===== config.mk =====
export PLATFORM = sky130hd
export DESIGN_NAME = tcc_timer_front
export DESIGN_NICKNAME = d
export VERILOG_FILES = /design/src/rtl/tcc_pkg.sv /design/src/rtl/tcc_rst_sync.sv /design/src/rtl/tcc_cap_edge.sv /design/src/rtl/tcc_event_sel.sv /design/src/rtl/tcc_counters.sv /design/src/rtl/tcc_timer_front.sv
export SDC_FILE = /design/constraint.sdc
export NUM_CORES = 1
export LEC_CHECK = 0
export ABC_AREA = 1
export BUFFER_PORTS_ARGS = -buffer_cell sky130_fd_sc_hd__buf_2
export CAP_MARGIN = 25
export CORE_MARGIN = 2
export CORE_UTILIZATION = 40
export CTS_BUF_LIST = sky130_fd_sc_hd__clkbuf_2 sky130_fd_sc_hd__clkbuf_4 sky130_fd_sc_hd__clkbuf_8
export DETAILED_ROUTE_END_ITERATION = 8
export GPL_TIMING_DRIVEN = 0
export PLACE_DENSITY = 0.7
export SYNTH_ARGS = -nofsm -noshare
export SYNTH_HDL_FRONTEND = slang
export SYNTH_HIERARCHICAL = 1
export SYNTH_SLANG_ARGS = --single-unit

===== constraint.sdc =====
create_clock -name clk -period 1.6 [get_ports clk]
set_input_delay 0.16 -clock clk [delete_from_list [all_inputs] [get_ports clk]]
set_output_delay 0.16 -clock clk [all_outputs]
set_load 0.02 [all_outputs]

===== src/rtl/tcc_pkg.sv =====
`timescale 1ns/1ps
package tcc_pkg;
  typedef enum logic [1:0] {
    SRC_CLK  = 2'd0,
    SRC_RISE = 2'd1,
    SRC_FALL = 2'd2,
    SRC_BOTH = 2'd3
  } src_mode_e;

  // field order sets bit positions: [7:5] clr_sel, [4] clr_en, [3:2] pin_sel, [1:0] mode
  typedef struct packed {
    logic [2:0] clr_sel;
    logic       clr_en;
    logic [1:0] pin_sel;
    src_mode_e  mode;
  } ctl_t;

  localparam int NUM_CAP = 2;
  localparam int CTL_W   = $bits(ctl_t);
endpackage


===== src/rtl/tcc_rst_sync.sv =====
`timescale 1ns/1ps
module tcc_rst_sync #(
  parameter int STAGES = 2
) (
  input  logic clk,
  input  logic rst_n,
  output logic rst_sync_n
);
  logic [STAGES-1:0] sh_q;
  logic [STAGES-1:0] sh_d;

  always_comb begin
    sh_d = {sh_q[STAGES-2:0], 1'b1};
  end

  always_ff @(posedge clk or negedge rst_n) begin
    if (!rst_n) sh_q <= '0;
    else        sh_q <= sh_d;
  end

  assign rst_sync_n = sh_q[STAGES-1];
endmodule


===== src/rtl/tcc_cap_edge.sv =====
`timescale 1ns/1ps
module tcc_cap_edge #(
  parameter int N = 2
) (
  input  logic         clk,
  input  logic         rst_n,
  input  logic [N-1:0] pin_i,
  output logic [N-1:0] rise_o,
  output logic [N-1:0] fall_o
);
  for (genvar g = 0; g < N; g++) begin : g_pin
    logic meta_q, sync_q, prev_q;

    always_ff @(posedge clk or negedge rst_n) begin
      if (!rst_n) begin
        meta_q <= 1'b0;
        sync_q <= 1'b0;
        prev_q <= 1'b0;
      end else begin
        meta_q <= pin_i[g];
        sync_q <= meta_q;
        prev_q <= sync_q;
      end
    end

    assign rise_o[g] =  sync_q & ~prev_q;
    assign fall_o[g] = ~sync_q &  prev_q;
  end
endmodule


===== src/rtl/tcc_event_sel.sv =====
`timescale 1ns/1ps
module tcc_event_sel
  import tcc_pkg::*;
#(
  parameter int N = NUM_CAP
) (
  input  ctl_t         ctl_i,
  input  logic [N-1:0] rise_i,
  input  logic [N-1:0] fall_i,
  output logic         clk_mode_o,
  output logic         cnt_evt_o,
  output logic         clr_evt_o
);
  logic sel_rise, sel_fall;
  logic clr_rise, clr_fall;

  always_comb begin
    sel_rise = 1'b0;
    sel_fall = 1'b0;
    clr_rise = 1'b0;
    clr_fall = 1'b0;
    for (int i = 0; i < N; i++) begin
      if (int'(ctl_i.pin_sel) == i) begin
        sel_rise = rise_i[i];
        sel_fall = fall_i[i];
      end
      if (int'(ctl_i.clr_sel[2:1]) == i) begin
        clr_rise = rise_i[i];
        clr_fall = fall_i[i];
      end
    end
  end

  always_comb begin
    clk_mode_o = (ctl_i.mode == SRC_CLK);
    unique case (ctl_i.mode)
      SRC_RISE: cnt_evt_o = sel_rise;
      SRC_FALL: cnt_evt_o = sel_fall;
      SRC_BOTH: cnt_evt_o = sel_rise | sel_fall;
      default:  cnt_evt_o = 1'b0;
    endcase
    clr_evt_o = ctl_i.clr_en & (ctl_i.clr_sel[0] ? clr_fall : clr_rise);
  end
endmodule


===== src/rtl/tcc_counters.sv =====
`timescale 1ns/1ps
module tcc_counters #(
  parameter int TC_W = 16,
  parameter int PC_W = 16
) (
  input  logic            clk,
  input  logic            rst_n,
  input  logic            clk_mode_i,
  input  logic            cnt_evt_i,
  input  logic            clr_evt_i,
  input  logic [PC_W-1:0] match_i,
  output logic [TC_W-1:0] tc_o,
  output logic [PC_W-1:0] pc_o
);
  logic [TC_W-1:0] tc_q, tc_d;
  logic [PC_W-1:0] pc_q, pc_d;
  logic            upd_en;

  always_comb begin
    tc_d   = tc_q;
    pc_d   = pc_q;
    upd_en = clr_evt_i | clk_mode_i | cnt_evt_i;
    if (clr_evt_i) begin
      tc_d = '0;
      pc_d = '0;
    end else if (clk_mode_i) begin
      if (pc_q == match_i) begin
        pc_d = '0;
        tc_d = tc_q + 1'b1;
      end else begin
        pc_d = pc_q + 1'b1;
      end
    end else if (cnt_evt_i) begin
      pc_d = '0;
      tc_d = tc_q + 1'b1;
    end
  end

  always_ff @(posedge clk or negedge rst_n) begin
    if (!rst_n) begin
      tc_q <= '0;
      pc_q <= '0;
    end else if (upd_en) begin
      tc_q <= tc_d;
      pc_q <= pc_d;
    end
  end

  assign tc_o = tc_q;
  assign pc_o = pc_q;

  a_r8_clear_wins: assert property (@(posedge clk) disable iff (!rst_n)
    clr_evt_i |=> (tc_q == '0) && (pc_q == '0));

  a_r4_edge_step: assert property (@(posedge clk) disable iff (!rst_n)
    (!clk_mode_i && cnt_evt_i && !clr_evt_i)
      |=> (tc_q == TC_W'($past(tc_q) + 1'b1)) && (pc_q == '0));

  a_r4_no_edge_hold: assert property (@(posedge clk) disable iff (!rst_n)
    (!clk_mode_i && !cnt_evt_i && !clr_evt_i) |=> $stable(tc_q) && $stable(pc_q));

  a_r2_prescale_step: assert property (@(posedge clk) disable iff (!rst_n)
    (clk_mode_i && !clr_evt_i && (pc_q != match_i))
      |=> (pc_q == PC_W'($past(pc_q) + 1'b1)) && $stable(tc_q));

  a_r2_prescale_roll: assert property (@(posedge clk) disable iff (!rst_n)
    (clk_mode_i && !clr_evt_i && (pc_q == match_i))
      |=> (pc_q == '0) && (tc_q == TC_W'($past(tc_q) + 1'b1)));
endmodule


===== src/rtl/tcc_timer_front.sv =====
`timescale 1ns/1ps
module tcc_timer_front
  import tcc_pkg::*;
#(
  parameter int TC_W = 16,
  parameter int PC_W = 16
) (
  input  logic             clk,
  input  logic             rst_n,
  input  logic [NUM_CAP-1:0] cap_pin_i,
  input  logic             ctl_we_i,
  input  logic [CTL_W-1:0] ctl_wdata_i,
  input  logic [PC_W-1:0]  pre_match_i,
  output logic [TC_W-1:0]  tmr_cnt_o,
  output logic [PC_W-1:0]  pre_cnt_o
);
  logic               rst_int_n;
  ctl_t               ctl_q, ctl_d;
  logic [NUM_CAP-1:0] rise, fall;
  logic               clk_mode, cnt_evt, clr_evt;

  tcc_rst_sync #(.STAGES(2)) u_rst (
    .clk        (clk),
    .rst_n      (rst_n),
    .rst_sync_n (rst_int_n)
  );

  always_comb begin
    ctl_d = ctl_t'(ctl_wdata_i);
  end

  always_ff @(posedge clk or negedge rst_int_n) begin
    if (!rst_int_n)    ctl_q <= '0;
    else if (ctl_we_i) ctl_q <= ctl_d;
  end

  tcc_cap_edge #(.N(NUM_CAP)) u_edge (
    .clk    (clk),
    .rst_n  (rst_int_n),
    .pin_i  (cap_pin_i),
    .rise_o (rise),
    .fall_o (fall)
  );

  tcc_event_sel #(.N(NUM_CAP)) u_sel (
    .ctl_i      (ctl_q),
    .rise_i     (rise),
    .fall_i     (fall),
    .clk_mode_o (clk_mode),
    .cnt_evt_o  (cnt_evt),
    .clr_evt_o  (clr_evt)
  );

  tcc_counters #(.TC_W(TC_W), .PC_W(PC_W)) u_cnt (
    .clk        (clk),
    .rst_n      (rst_int_n),
    .clk_mode_i (clk_mode),
    .cnt_evt_i  (cnt_evt),
    .clr_evt_i  (clr_evt),
    .match_i    (pre_match_i),
    .tc_o       (tmr_cnt_o),
    .pc_o       (pre_cnt_o)
  );
endmodule


Word level (Yosys, flattened, before mapping)
Cells that the tools add are included.
{ "op_classes": {"n_addsub": 2, "n_eq_ne": 7, "n_mux": 18, "n_bitwise": 12, "n_reduce_logical": 6} }
{ "ops": {"columns": ["operator", "count"], "rows": [
  ["two-way mux 16 bit", 8],
  ["adder 16 x 1 -> 16 bit (second input constant)", 2],
  ["equality test 16 bit", 1],
  ["two-way mux 1 bit", 9],
  ["equality test 2 bit (second input constant)", 4],
  ["logical NOT 2 bit", 3],
  ["bitwise AND 1 bit", 5],
  ["inverter 1 bit", 4],
  ["!= test 3 bit (second input constant)", 1],
  ["OR 1 bit", 3],
  ["one-hot mux 1 bit (3 select lines)", 1],
  ["AND reduction 3 bit", 1],
  ["nonzero test 3 bit", 1],
  ["equality test 2 x 1 -> 1 bit (second input constant)", 1],
  ["AND reduction 2 bit", 1]
]} }
{ "totals": {"reg_bits": 48, "input_bits": 29} }

Depth between registers and ports, before layout
Gate-level depths: netlist of run 1.
{ "depth": {"word_depth": 9, "mapped_depth": 15} }

Cells and area by module
The synthesis of run 1 kept the hierarchy.
{ "modules_own_cells": {"columns": ["mod", "n_inst", "cells_each", "area_each_um2"], "rows": [
  ["tcc_counters", 1, 363, 2282.2],
  ["tcc_timer_front", 1, 34, 305.3],
  ["tcc_cap_edge", 1, 14, 180.2],
  ["tcc_event_sel", 1, 24, 110.1],
  ["tcc_rst_sync", 1, 3, 53.8]
]} }

Worst setup path after synthesis of run 1
Ideal clock, no wire load.
{ "synth_path": {"kind": "flip-flop to flip-flop", "startpoint": "reg u_edge.g_pin[1].sync_q", "endpoint": "reg u_cnt.pc_q[14], in the netlist u_cnt/pc_o[14]", "setup_time_ns": 0.077, "t_arrival_ns": 1.671, "t_required_ns": 1.523, "path_slack_ns": -0.149, "stages_incl_launch_ff": 15, "n_path_buf": 1, "period_less_slack_ns": 1.749, "cell_sequence": "dfrtp_1 nor2_1 inv_2 o21ai_2 nor2_1 nor2_1 nor2_1 nand2_1 buf_4 nand2_1 nor2_1 nand3_1 nand2_1 nand2_1 a21oi_1"} }
{ "synth_via": {"elab_chain_cells": 8} }
{ "synth_lines": {"columns": ["element", "line", "source"], "rows": [
  ["start: declaration", "tcc_cap_edge.sv:12", "logic meta_q, sync_q, prev_q;"],
  ["start signal: assignment", "tcc_cap_edge.sv:21", "sync_q <= meta_q;"],
  ["inverter 1 bit (*)", "tcc_cap_edge.sv:27", "assign fall_o[g] = ~sync_q & prev_q;"],
  ["bitwise AND 1 bit (*)", "tcc_cap_edge.sv:27", null],
  ["via fall[1]", "tcc_timer_front.sv:19", "logic [NUM_CAP-1:0] rise, fall;"],
  ["two-way mux 1 bit (*)", "tcc_event_sel.sv:27", "if (int'(ctl_i.clr_sel[2:1]) == i) begin"],
  ["two-way mux 1 bit (*)", "tcc_event_sel.sv:42", "clr_evt_o = ctl_i.clr_en & (ctl_i.clr_sel[0] ? clr_fall : clr_rise);"],
  ["bitwise AND 1 bit (*)", "tcc_event_sel.sv:42", null],
  ["via clr_evt", "tcc_timer_front.sv:20", "logic clk_mode, cnt_evt, clr_evt;"],
  ["OR 1 bit (2 in series)", "tcc_counters.sv:22", "upd_en = clr_evt_i | clk_mode_i | cnt_evt_i;"],
  ["AND reduction 2 bit (no line)", null, null],
  ["end signal: assignment", "tcc_counters.sv:45", "pc_q <= pc_d;"],
  ["end: declaration", "tcc_counters.sv:16", "logic [PC_W-1:0] pc_q, pc_d;"]
]} }
The timed path passes the listed nets; every way through them passes the cells marked *.
A chain may end at the register's enable or synchronous reset.

Final worst setup path of run 1
{ "layout_path": {"startpoint": "reg u_edge.g_pin[1].prev_q", "endpoint": "reg u_cnt.tc_q[14], in the netlist u_cnt/tc_o[14]"} }
{ "layout_rtl": {"columns": ["element", "line", "source"], "rows": [
  ["start: declaration", "tcc_cap_edge.sv:12", null],
  ["start signal: assignment", "tcc_cap_edge.sv:22", "prev_q <= sync_q;"],
  ["bitwise AND 1 bit (*)", "tcc_cap_edge.sv:27", null],
  ["via fall[1]", "tcc_timer_front.sv:19", null],
  ["two-way mux 1 bit (*)", "tcc_event_sel.sv:27", null],
  ["two-way mux 1 bit (*)", "tcc_event_sel.sv:42", null],
  ["bitwise AND 1 bit (*)", "tcc_event_sel.sv:42", null],
  ["via clr_evt", "tcc_timer_front.sv:20", null],
  ["OR 1 bit (2 in series)", "tcc_counters.sv:22", null],
  ["AND reduction 3 bit (no line)", null, null],
  ["end signal: assignment", "tcc_counters.sv:44", "tc_q <= tc_d;"],
  ["end: declaration", "tcc_counters.sv:15", "logic [TC_W-1:0] tc_q, tc_d;"]
]} }
Marked as above.

==> flow_summary_export.csv, run 1 <==
group,metric,value,unit
sta,setup_viol,31,
sta,finalCritPeriodShare,1.13,
clocking,cts_sinks,48,
synthesis,synth_top_family_by_area,"simple AND/OR/NAND/NOR gates",
routing,drt-pass1-iter-count,4,
synthesis,synthesis.nets,469,
sta,min_period,1800,ps
global_route,grt_usage,0.186,
synthesis,ys_warn_count,6,
pwr,power.density,836,nW/um2
clocking,htree_levels,2,
finish,fin_nets,553,
critical_path,cp_slowest_stage_delay,410,ps
critical_path,critical_path_class,"register to register",
floorplan,die-area,8030,um2
routing,totalWireLength,7350,um
pwr,max-vdd-ir-drop,0.000650,V
synthesis,ys_seq_elements,48,
floorplan,die_w,89.6,um
floorplan,io_pins,61,
critical_path,crit_chain,"inv_1 > nor2_1 > inv_2 > o21ai_2 > nor2_2 > nor2_4 > nor2_4 > nand2_4 > buf_8 > buf_12 > nand2_8 > buf_6 > nand2_2 > nand2_2",
synthesis,ys_seq_area_frac,0.410,
synthesis,syn-instance-count,438,
global_route,grt_max_degree,41,
critical_path,worstPathMaxFanout,8,
status,status,"complete, but fails checks",
clocking,root_buffer,"clkbuf_8",
floorplan,die_h,89.6,um
clocking,clkTransAtPathRegs,90,ps
critical_path,slowest_stage,"dfrtp_1",
routing,vias_per_cell,4.74,
global_route,grt_pass1_vias,2699,
placement,post-dp-hpwl,5110,um
status,failed_checks,"negative setup slack",
finish,drive_above_1_share,0.303,
critical_path,cp-start-kind,"register",
placement,port_buffers,59,
placement,gp_congestion,0.832,
routing,vias,2946,
job,maxCapViolations,0,
sta,hold_ws,49.3,ps
global_route,grt_pass1_wl,11700,um
synthesis,syn_area,2930,um2
floorplan,initial_core_util,0.409,
synthesis,synth.distinct_cells,28,
synthesis,synth_mux_area_frac,0,
finish,diodes,0,
synthesis,synth_xor_area_frac,0.0299,
sta,slew_viol_final,0,
synthesis,synth_area_per_cell,6.69,um2
synthesis,synth-compound-area-share,0.0572,
floorplan,coreArea,7180,um2
routing,detail_route.wl_per_cell,11.8,um
clocking,cts_made_buffers,5,
critical_path,worstPathArrival,1990,ps
critical_path,cp-end-kind,"register",
finish,post-route-util,0.539,
sta,setup_tns,-4520,ps
synthesis,synthAdderAreaFrac,0.00854,
clocking,clk_latency,310,ps
clocking,cts_tree,"yes",
hold_path,min_path_type,"primary input to register",
routing,final_antenna_net_count,0,
synthesis,yosys.area_share.simple,0.384,
global_route,antenna_found_initial,0,
global_route,overflow,0,
finish,final_cell_mix,"nand2_1, buf_2, inv_1",
finish,final_common_cell,"nand2_1",
finish,area_delta_synth_final,32.0,%
clocking,cts_max_path_buffers,2,
sta,fin_skew,12.4,ps
sta,rsz0062_at_grt,"true",
routing,drc,0,
sta,hold_viol,0,
routing,drt_first_iter_violations,156,
critical_path,cp.required,1790,ps
sta,fin_ws,-201,ps
sta,max_freq,0.555,GHz
pwr,leakage,2.06,nW
floorplan,row_count,31,
-- kinds of logic after synthesis --
kind of cell / after synthesis
buf+inv: 75
fa+ha+maj: 2
flops: 48
other cells: 1
simple gates: 271
xor+xnor: 10
compound gates: 31
-- area by class of cell --
cell class	count	area, um2
Clock buffer	6	76.3
Fill cell	719	3310
Sequential cell	48	1200
Clock inverter	1	5.00
Tap cell	99	124
Multi-Input combinational cell	315	1600
Inverter	65	244
Timing Repair Buffer	78	522
Buffer	9	101
-- flip-flops by register name, indices dropped and copies added, names as in the netlist --
name	cells
ctl_q	8
u_cnt/pc_o	16
u_edge/g_pin.sync_q	2
u_edge/g_pin.meta_q	2
u_rst/sh_q	2
u_cnt/tc_o	16
u_edge/g_pin.prev_q	2
-- synth_stat cells --
master,count,area share
nand2_1,166,0.21
inv_1,56,0.072
nor2_1,50,0.064
dfrtp_1,48,0.41
nand3_1,33,0.056
a21oi_1,21,0.036
xor2_1,10,0.030
inv_2,8,0.010
nor3_1,6,0.010
o21ai_0,6,0.010
nand4_1,5,0.011
nor2_2,5,0.011
buf_6,4,0.015
buf_2,2,0.0034
buf_4,2,0.0051
clkbuf_1,2,0.0026
ha_1,2,0.0085
nand2_4,2,0.0077
a21oi_2,1,0.0030
clkinv_1,1,0.0013
conb_1,1,0.0013
nand2_2,1,0.0021
nand3_2,1,0.0034
nor3_2,1,0.0034
nor3b_1,1,0.0026
o21a_1,1,0.0026
o21ai_2,1,0.0030
o21bai_1,1,0.0026
-- path summary, 6_finish.rpt --
path,startpoint,endpoint,slack (ps),cells after the start
setup reg to reg,u_edge/g_pin[1].prev_q,u_cnt/tc_o[14],-200,14
max in group asynchronous,u_rst/sh_q[1],ctl_q[2],1030,1
hold reg to reg,u_rst/sh_q[1],u_cnt/tc_o[9],100,0
hold / removal,ctl_wdata_i[0],ctl_q[0],50,3
setup / recovery,u_edge/g_pin[1].prev_q,u_cnt/tc_o[14],-200,14
min in group asynchronous,u_rst/sh_q[1],u_cnt/tc_o[9],100,0
-- report_power, final --
part           internal, mW  switching (mW)  total, mW  leakage, nW
logic                 0.448           0.624       1.07         1.38
clock network         0.315           0.396      0.711       0.0445
registers              1.32           0.131       1.45        0.629
-- metrics by stage --
step                      cells  total power [mW]  instance area, um2  worst slack [ps]
after floorplan             438              2.02                2950             -42.3
after global placement      596              2.27                3370              -408
after detailed placement    597              2.29                3390              -337
after CTS                   615              3.13                3670              -147
after global routing        621              3.44                3870              -315
final                       621              3.23                3870              -201
-- repair_timing --
| item | CTS | global route |
|---|---|---|
| gates cloned | 1 | 1 |
| pin swaps | 9 | 27 |
| resized for setup | 30 | 45 |
| endpoints found under the setup margin | 32 | 32 |
| setup buffers | 7 | 6 |
| hold endpoints to repair | 4 | 0 |
| hold buffers | 3 | 0 |
-- critical path: cells and delay by family, from the launching register on --
| kind | cells | cell delay [ps] |
|---|---|---|
| compound gates | 1 | 130 |
| buf+inv | 5 | 540 |
| flops | 1 | 410 |
| simple gates | 8 | 630 |
-- routing by layer --
metal / global-route usage / up-vias / part of all wire
met5: 0 / - / 0
met4: 0.0543 / 0 / 0.014
met3: 0.0375 / 10 / 0.050
met2: 0.327 / 78 / 0.50
met1: 0.230 / 1353 / 0.44
li1: - / 1505 / -
(Power assumes the default switching activity.)
==> run 2: changes to the inputs <==
SKIP_CTS_REPAIR_TIMING = 1   (was unset)
==> flow_summary_export.csv, run 2 (synthesized netlist as in run 1, its figures left out) <==
group,metric,value,unit
routing,totalWireLength,7060,um
pwr,max-vdd-ir-drop,0.000650,V
clocking,cts_tree,"yes",
critical_path,critical_path_class,"register to register",
floorplan,die-area,8030,um2
critical_path,worstPathMaxFanout,8,
placement,place_area,3390,um2
sta,fin_skew,11.6,ps
clocking,cts_max_path_buffers,2,
sta,fin_ws,-178,ps
sta,rsz0062_at_grt,"true",
critical_path,reg2reg_from,"u_edge/g_pin[1].sync_q",
status,status,"complete, but fails checks",
global_route,met1_usage,0.229,
critical_path,worstPathArrival,1970,ps
global_route,grt_pass1_wl,11400,um
hold_path,hold_path_depth,3,
critical_path,cp-end-kind,"register",
critical_path,reg2reg_to,"u_cnt/tc_o[1]",
floorplan,coreArea,7180,um2
hold_path,min_path_type,"primary input to register",
critical_path,reg2reg_slack,-180,ps
job,maxCapViolations,0,
hold_path,min_from,"ctl_wdata_i[0]",
placement,dpl.cell_count,597,
status,failed_checks,"negative setup slack",
routing,vias,2890,
finish,drive_above_1_share,0.249,
finish,final_cell_mix,"nand2_1, buf_2, inv_1",
routing,vias_per_cell,4.71,
clocking,clkTransAtPathRegs,90,ps
sta,hold_ws,51.4,ps
finish,fillers,742,
finish,area_delta_synth_final,25.7,%
floorplan,die_h,89.6,um
global_route,grt_usage,0.181,
clocking,htree_levels,2,
critical_path,worstRegToRegCells,13,
floorplan,die_w,89.6,um
finish,fin_nets,546,
routing,drc,0,
pwr,power.density,845,nW/um2
sta,hold_viol,0,
sta,min_period,1780,ps
sta,slew_viol_final,0,
finish,diodes,0,
hold_path,min_to,"ctl_q[0]",
floorplan,initial_core_util,0.409,
floorplan,io_pins,61,
clocking,cts_made_buffers,5,
global_route,globalRouteMet3Util,0.0375,
clocking,cts_sinks,48,
clocking,root_buffer,"clkbuf_8",
pwr,leakage,2.00,nW
floorplan,row_count,31,
finish,post-route-util,0.514,
global_route,grt_pass1_vias,2611,
clocking,clk_latency,300,ps
finish,instances_no_fill,614,
critical_path,cp.required,1790,ps
placement,post-dp-hpwl,5110,um
global_route,grtUsageMet2,0.312,
sta,max_freq,0.563,GHz
critical_path,cp-start-kind,"register",
global_route,grt_max_degree,41,
routing,final_antenna_net_count,0,
global_route,antenna_found_initial,0,
finish,fin_area,3690,um2
placement,gp_congestion,0.832,
placement,port_buffers,59,
routing,drt-pass1-iter-count,5,
global_route,overflow,0,
global_route,top_usage_layer,"met2",
routing,drt_first_iter_violations,167,
routing,detail_route.wl_per_cell,11.5,um
sta,finalCritPeriodShare,1.11,
sta,setup_viol,30,
finish,final_common_cell,"nand2_1",
-- run 2: how the worst max path moves through the flow --
stage                                start              to  slack [ps]  cells after the start
floorplan           u_edge/g_pin[1].sync_q  u_cnt/pc_o[11]         -40                     15
global placement             u_rst/sh_q[1]  u_cnt/pc_o[14]        -410                      0
detailed placement  u_edge/g_pin[1].sync_q  u_cnt/pc_o[11]        -340                     15
CTS                 u_edge/g_pin[1].sync_q  u_cnt/pc_o[11]        -340                     15
global route        u_edge/g_pin[1].sync_q  u_cnt/pc_o[12]        -340                     14
finish              u_edge/g_pin[1].sync_q   u_cnt/tc_o[1]        -180                     13
-- run 2: where the power goes --
part           internal [mW]  switching [mW]  leakage [nW]
clock                  0.315           0.394        0.0445
combinational          0.381           0.584          1.32
sequential              1.32           0.120         0.629
total                   2.02            1.10          2.00
-- run 2: layer usage --
metal,wire [um],up-vias
met3,388,7
met1,3170,1314
met5,0,-
met4,53,0
met2,3450,81
li1,-,1488
-- run 2: final cells by class --
type / count / area, um2 / share of cell area
Inverter: 65 / 244 / 0.0662
Clock inverter: 1 / 5.00 / 0.00136
Buffer: 10 / 103 / 0.0278
Multi-Input combinational cell: 315 / 1500 / 0.407
Tap cell: 99 / 124 / 0.0336
Clock buffer: 6 / 76.3 / 0.0207
Timing Repair Buffer: 70 / 433 / 0.117
Sequential cell: 48 / 1200 / 0.326
-- run 2: per-stage QoR --
step | TNS (ps) | total power, mW | setup slack, ps
finish | -3610 | 3.11 | -178
global placement | -25370 | 2.27 | -408
CTS | -7320 | 3.01 | -342
global route | -7770 | 3.31 | -343
floorplan | -194 | 2.02 | -42.3
detailed placement | -7050 | 2.29 | -337
-- run 2: worst max-delay path: stages (launching register included) --
cell,delay (ps)
dfrtp_1,410
nor2_1,130
inv_2,50
o21ai_2,130
nor2_2,60
nor2_4,130
nor2_2,60
nand2_4,90
buf_4,130
clkbuf_16,140
nand2_8,80
clkbuf_16,160
nand2_1,50
nand2_1,50
